<file path="src/rtl/interlock_pkg.sv">
package interlock_pkg;

  typedef enum logic [2:0] {
    ST_EMPTY  = 3'd0,
    ST_A_OWN  = 3'd1,
    ST_B_OWN  = 3'd2,
    ST_A_BWAIT = 3'd3,   // A owns, B held
    ST_B_AWAIT = 3'd4    // B owns, A held
  } occ_state_e;

  typedef struct packed {
    logic a_near;
    logic b_near;
    logic a_clear;
    logic b_clear;
  } sensor_t;

  typedef struct packed {
    logic a_run;
    logic b_run;
    logic a_route;
    logic b_route;
  } drive_t;

  localparam int DRIVE_W = $bits(drive_t);

  // Moore output decode: one drive pattern per state
  function automatic drive_t drive_of(input occ_state_e s);
    drive_t d;
    case (s)
      ST_A_OWN:   d = drive_t'(4'b1110);
      ST_B_OWN:   d = drive_t'(4'b1101);
      ST_A_BWAIT: d = drive_t'(4'b1010);
      ST_B_AWAIT: d = drive_t'(4'b0101);
      default:    d = drive_t'(4'b1100);
    endcase
    return d;
  endfunction

  function automatic logic a_owns(input occ_state_e s);
    return (s == ST_A_OWN) || (s == ST_A_BWAIT);
  endfunction

  function automatic logic b_owns(input occ_state_e s);
    return (s == ST_B_OWN) || (s == ST_B_AWAIT);
  endfunction

  // Transition rule; A wins a same-cycle tie from the empty state
  function automatic occ_state_e next_of(input occ_state_e s, input sensor_t x);
    occ_state_e n;
    n = s;
    case (s)
      ST_EMPTY: begin
        if (x.a_near && x.b_near) n = ST_A_BWAIT;
        else if (x.a_near)        n = ST_A_OWN;
        else if (x.b_near)        n = ST_B_OWN;
      end
      ST_A_OWN: begin
        if (x.a_clear)     n = x.b_near ? ST_B_OWN : ST_EMPTY;
        else if (x.b_near) n = ST_A_BWAIT;
      end
      ST_B_OWN: begin
        if (x.b_clear)     n = x.a_near ? ST_A_OWN : ST_EMPTY;
        else if (x.a_near) n = ST_B_AWAIT;
      end
      ST_A_BWAIT: if (x.a_clear) n = ST_B_OWN;
      ST_B_AWAIT: if (x.b_clear) n = ST_A_OWN;
      default: n = ST_EMPTY;
    endcase
    return n;
  endfunction

endpackage

</file>
<file path="src/rtl/il_arbiter.sv">
module il_arbiter
  import interlock_pkg::*;
(
  input  occ_state_e cur_i,
  input  sensor_t    sens_i,
  output occ_state_e nxt_o,
  output logic       grant_a_o,
  output logic       grant_b_o
);
  always_comb begin
    nxt_o     = next_of(cur_i, sens_i);
    grant_a_o = a_owns(nxt_o) && !a_owns(cur_i);
    grant_b_o = b_owns(nxt_o) && !b_owns(cur_i);
  end
endmodule

</file>
<file path="src/rtl/il_state_reg.sv">
module il_state_reg
  import interlock_pkg::*;
#(
  parameter occ_state_e RESET_STATE = ST_EMPTY
)(
  input  logic       clk_i,
  input  logic       rst_i,
  input  occ_state_e nxt_i,
  output occ_state_e cur_o
);
  always_ff @(posedge clk_i) begin
    if (rst_i) cur_o <= RESET_STATE;
    else       cur_o <= nxt_i;
  end
endmodule

</file>
<file path="src/rtl/il_drive_reg.sv">
module il_drive_reg
  import interlock_pkg::*;
#(
  parameter occ_state_e RESET_STATE = ST_EMPTY
)(
  input  logic       clk_i,
  input  logic       rst_i,
  input  occ_state_e nxt_i,
  output drive_t     drv_o
);
  // registered from the next state so outputs move on the same edge as the state
  always_ff @(posedge clk_i) begin
    if (rst_i) drv_o <= drive_of(RESET_STATE);
    else       drv_o <= drive_of(nxt_i);
  end
endmodule

</file>
<file path="src/rtl/track_interlock.sv">
module track_interlock
  import interlock_pkg::*;
(
  input  logic clk_i,
  input  logic rst_i,
  input  logic a_near_i,
  input  logic b_near_i,
  input  logic a_clear_i,
  input  logic b_clear_i,
  output logic a_run_o,
  output logic b_run_o,
  output logic a_route_o,
  output logic b_route_o
);
  localparam occ_state_e IDLE_ST = ST_EMPTY;

  sensor_t    sens;
  occ_state_e cur_st;
  occ_state_e nxt_st;
  drive_t     drv;
  logic       grant_a;
  logic       grant_b;

  assign sens = '{a_near: a_near_i, b_near: b_near_i,
                  a_clear: a_clear_i, b_clear: b_clear_i};

  il_arbiter u_arb (
    .cur_i(cur_st), .sens_i(sens), .nxt_o(nxt_st),
    .grant_a_o(grant_a), .grant_b_o(grant_b)
  );

  il_state_reg #(.RESET_STATE(IDLE_ST)) u_st (
    .clk_i(clk_i), .rst_i(rst_i), .nxt_i(nxt_st), .cur_o(cur_st)
  );

  il_drive_reg #(.RESET_STATE(IDLE_ST)) u_drv (
    .clk_i(clk_i), .rst_i(rst_i), .nxt_i(nxt_st), .drv_o(drv)
  );

  assign a_run_o   = drv.a_run;
  assign b_run_o   = drv.b_run;
  assign a_route_o = drv.a_route;
  assign b_route_o = drv.b_route;
endmodule

</file>
<file path="config.mk">
export PLATFORM = sky130hd
export DESIGN_NAME = track_interlock
export DESIGN_NICKNAME = d
export VERILOG_FILES = /design/src/rtl/interlock_pkg.sv /design/src/rtl/il_arbiter.sv /design/src/rtl/il_state_reg.sv /design/src/rtl/il_drive_reg.sv /design/src/rtl/track_interlock.sv
export SDC_FILE = /design/constraint.sdc
export NUM_CORES = 1
export LEC_CHECK = 0
export ABC_AREA = 1
export CELL_PAD_IN_SITES_DETAIL_PLACEMENT = 0
export CELL_PAD_IN_SITES_GLOBAL_PLACEMENT = 1
export CORE_AREA = 2 2 39 41
export CTS_CLUSTER_DIAMETER = 60
export CTS_CLUSTER_SIZE = 10
export DETAILED_ROUTE_END_ITERATION = 8
export DIE_AREA = 0 0 41 43
export HOLD_SLACK_MARGIN = 0.06
export PLACE_DENSITY_LB_ADDON = 0.08
export SLEW_MARGIN = 20
export SYNTH_ARGS = -nofsm -noshare
export SYNTH_HDL_FRONTEND = slang
export SYNTH_HIERARCHICAL = 1
export SYNTH_SLANG_ARGS = --single-unit
</file>
<file path="constraint.sdc">
create_clock -name clk_i -period 1.5 [get_ports clk_i]
set_input_delay 0.15 -clock clk_i [delete_from_list [all_inputs] [get_ports clk_i]]
set_output_delay 0.15 -clock clk_i [all_outputs]
set_load 0.02 [all_outputs]
</file>
==> metrics.md <==
| Metric | Value |
|---|---|
| Outcome | finished clean |
| CP Launch Type | flop |
| Reg power frac | 40.5% |
| Hold Path Origin | rst_i |
| CTS tree | done |
| First-pass GRT wire length | 1159 um |
| Top-Level Pins | 10 |
| Non-Filler Instances | 85 |
| Worst path cell trace | clkdlybuf4s50_1 |
| # clock sinks | 7 |
| Maximum VDD drop | 0.4175 mV |
| Post-Syn Area | 346.6 sq um |
| DR vias/cell | 4.024 |
| Hold WC Path Type | in2reg |
| Internal reg-to-reg setup slack | 0.32 ns |
| PwrDens | 1124 nW/um^2 |
| Minimum clock period | 1.288 ns |
| Clock Latency Late Sink | 0.24 ns |
| DR WL/cell | 7.941 um |
| Synth Instances | 56 |
| Least-Margin Pin Slew | 0.2213 ns |
| Total power | 0.0005430 W |
| Reg clk slew, reported paths | 0.05 ns |
| Largest stage delay, worst path | 0.59 ns |
| Antenna cells | 0 |
| Slew Viols, Final | 0 |
| Fraction of layout cells with a size suffix above 1 | 13.04% |
| DRC violations left | 0 |
| Leak Pwr | 0.2419 nW |
| CP Class | reg2out |
| H-Tree Depth | 1 |
| Arrival time at the worst endpoint | 1.14 ns |
| Post-CTS Hold Buffers | 0 |
| Hold Path Sink | u_st/cur_o[2] |
| Crit Path Max Fanout | 1 |
| Routed vias | 342 |
| Total number of yosys warnings | 6 |
| Register area | 140.1 sq um |
| FF-to-FF Start | u_st/cur_o[1] |
| Clk buf depth | 2 |
| Syn-to-layout area delta | 39.35% |
| Final worst path period share | 85.84% |
| MaxCap Viol Count | 0 |
| DR pass1 iterations | 4 |
| Row count | 14 |
| Die height | 43 um |
| Port-buffer cells | 9 |
| Slowest cell on the critical path | clkdlybuf4s50_1 |
| Post-CTS Setup Inserts | 0 |
| Cells after DPL | 81 |
| Multi-input gate area | 157.7 sq um |
| Sw Share | 30.84% |
| Initial DRC count | 7 |
| Total congestion overflow | 0 |
| Crit. End Element | output pin |
| DP HPWL | 550.2 um |
| Combinational power share | 29.4% |
| GRT Total Usage | 10.10% |
| Final wirelength | 675 um |
| Worst Reg-to-Reg Cells | 8 |
| Initial antenna violation count | 0 |
| NumNets Final | 76 |
| Die area | 1763 sq um |
| Vias in the first global route | 303 |
| CTS buffer count | 3 |
| FF-to-FF End | u_drv/drv_o[3] |
| Die width | 41 um |
| Post-Syn Area per Cell | 6.189 sq um |
| Post-route ant nets | 0 |
| Critical Path RT | 1.35 ns |
| Final TNS setup | 0 ns |
| Hold depth | 2 |
| Post-CTS Resized | 0 |
| Final Skew | 0.0007143 ns |
| Largest delay share family, worst path | buffers and inverters |
| Final Hold Fails | 0 |
| RSZ-0062 raised after global routing | no |
| Initial core utilization | 25.05% |
| CP Buf/Inv Count | 1 |
| Max-slew headroom | 85.09% |
| Final-report setup violation count | 0 |
| Largest net degree at the start of global routing | 6 |
| FILL cells | 162 |
| Fmax | 776.6 MHz |
| CTS root buf | clkbuf_4 |
| Syn nets | 62 |
| Layout Utilization | 34.90% |
| CORE AREA | 1384 sq um |
| RePlAce Congestion | 0.6246 |
| P_sw | 0.0001675 W |
| Clock power share | 30.0% |
| Int Power | 0.0003755 W |
==> worst max path at each step <==
stage | start | endpoint | slack, ns | cells after the start
after CTS | u_drv/drv_o[3] | a_run_o | 0.20 | 1
after floorplan | u_st/cur_o[1] | u_drv/drv_o[3] | 0.44 | 8
final | u_drv/drv_o[3] | a_run_o | 0.21 | 1
after detailed placement | b_near_i | u_drv/drv_o[3] | 0.09 | 8
after global routing | u_drv/drv_o[0] | b_route_o | 0.15 | 1
after global placement | b_near_i | u_drv/drv_o[3] | 0.07 | 8
==> power groups by stage <==
stage                     combinational, W  clock [W]  sequential, W
after floorplan                  0.0000895          0       0.000238
after global placement            0.000163          0       0.000225
after detailed placement          0.000161          0       0.000225
after CTS                         0.000162   0.000172       0.000221
after global routing              0.000186   0.000190       0.000223
final                             0.000160   0.000163       0.000220
==> cells in the final DEF (no fill, tap or decap) <==
cell	count
nand2_1	13
inv_1	12
nor2_1	10
clkdlybuf4s50_1	9
dfxtp_1	7
nand3_1	5
clkbuf_4	3
nor2_2	3
o21ai_0	2
nand2_2	2
clkbuf_1	1
inv_2	1
a21oi_1	1
==> per-layer routing <==
metal,vias up,global-route usage (%),part of all wire (%)
met2,7,13.13,45
met3,0,3.141,4.9
met1,143,13.11,50
met5,-,0,0
li1,192,-,-
met4,0,8.000,0
==> layout make-up <==
cell class,count,share of cell area [%]
repair buffers,9,18.65
well taps,16,4.145
inverters,13,10.10
flip-flops and latches,7,29.02
multi-input cells,36,32.64
clock buffers,4,5.440
==> per-stage QoR <==
| step | instance area, sq um | hold WS (ns) | setup WS [ns] |
|---|---|---|---|
| CTS | 483.0 | 0.5606 | 0.2005 |
| floorplan | 346.6 | 0.2212 | 0.4377 |
| global route | 483.0 | 0.5976 | 0.1508 |
| finish | 483.0 | 0.5651 | 0.2124 |
| detailed placement | 456.7 | 0.7042 | 0.08701 |
| global placement | 456.7 | 0.7045 | 0.06908 |
==> flip-flops by register name (all words and copies together), names as in the netlist <==
name         count
u_st/cur_o       3
u_drv/drv_o      4
Note: power is estimated with default switching activity, not from simulation.
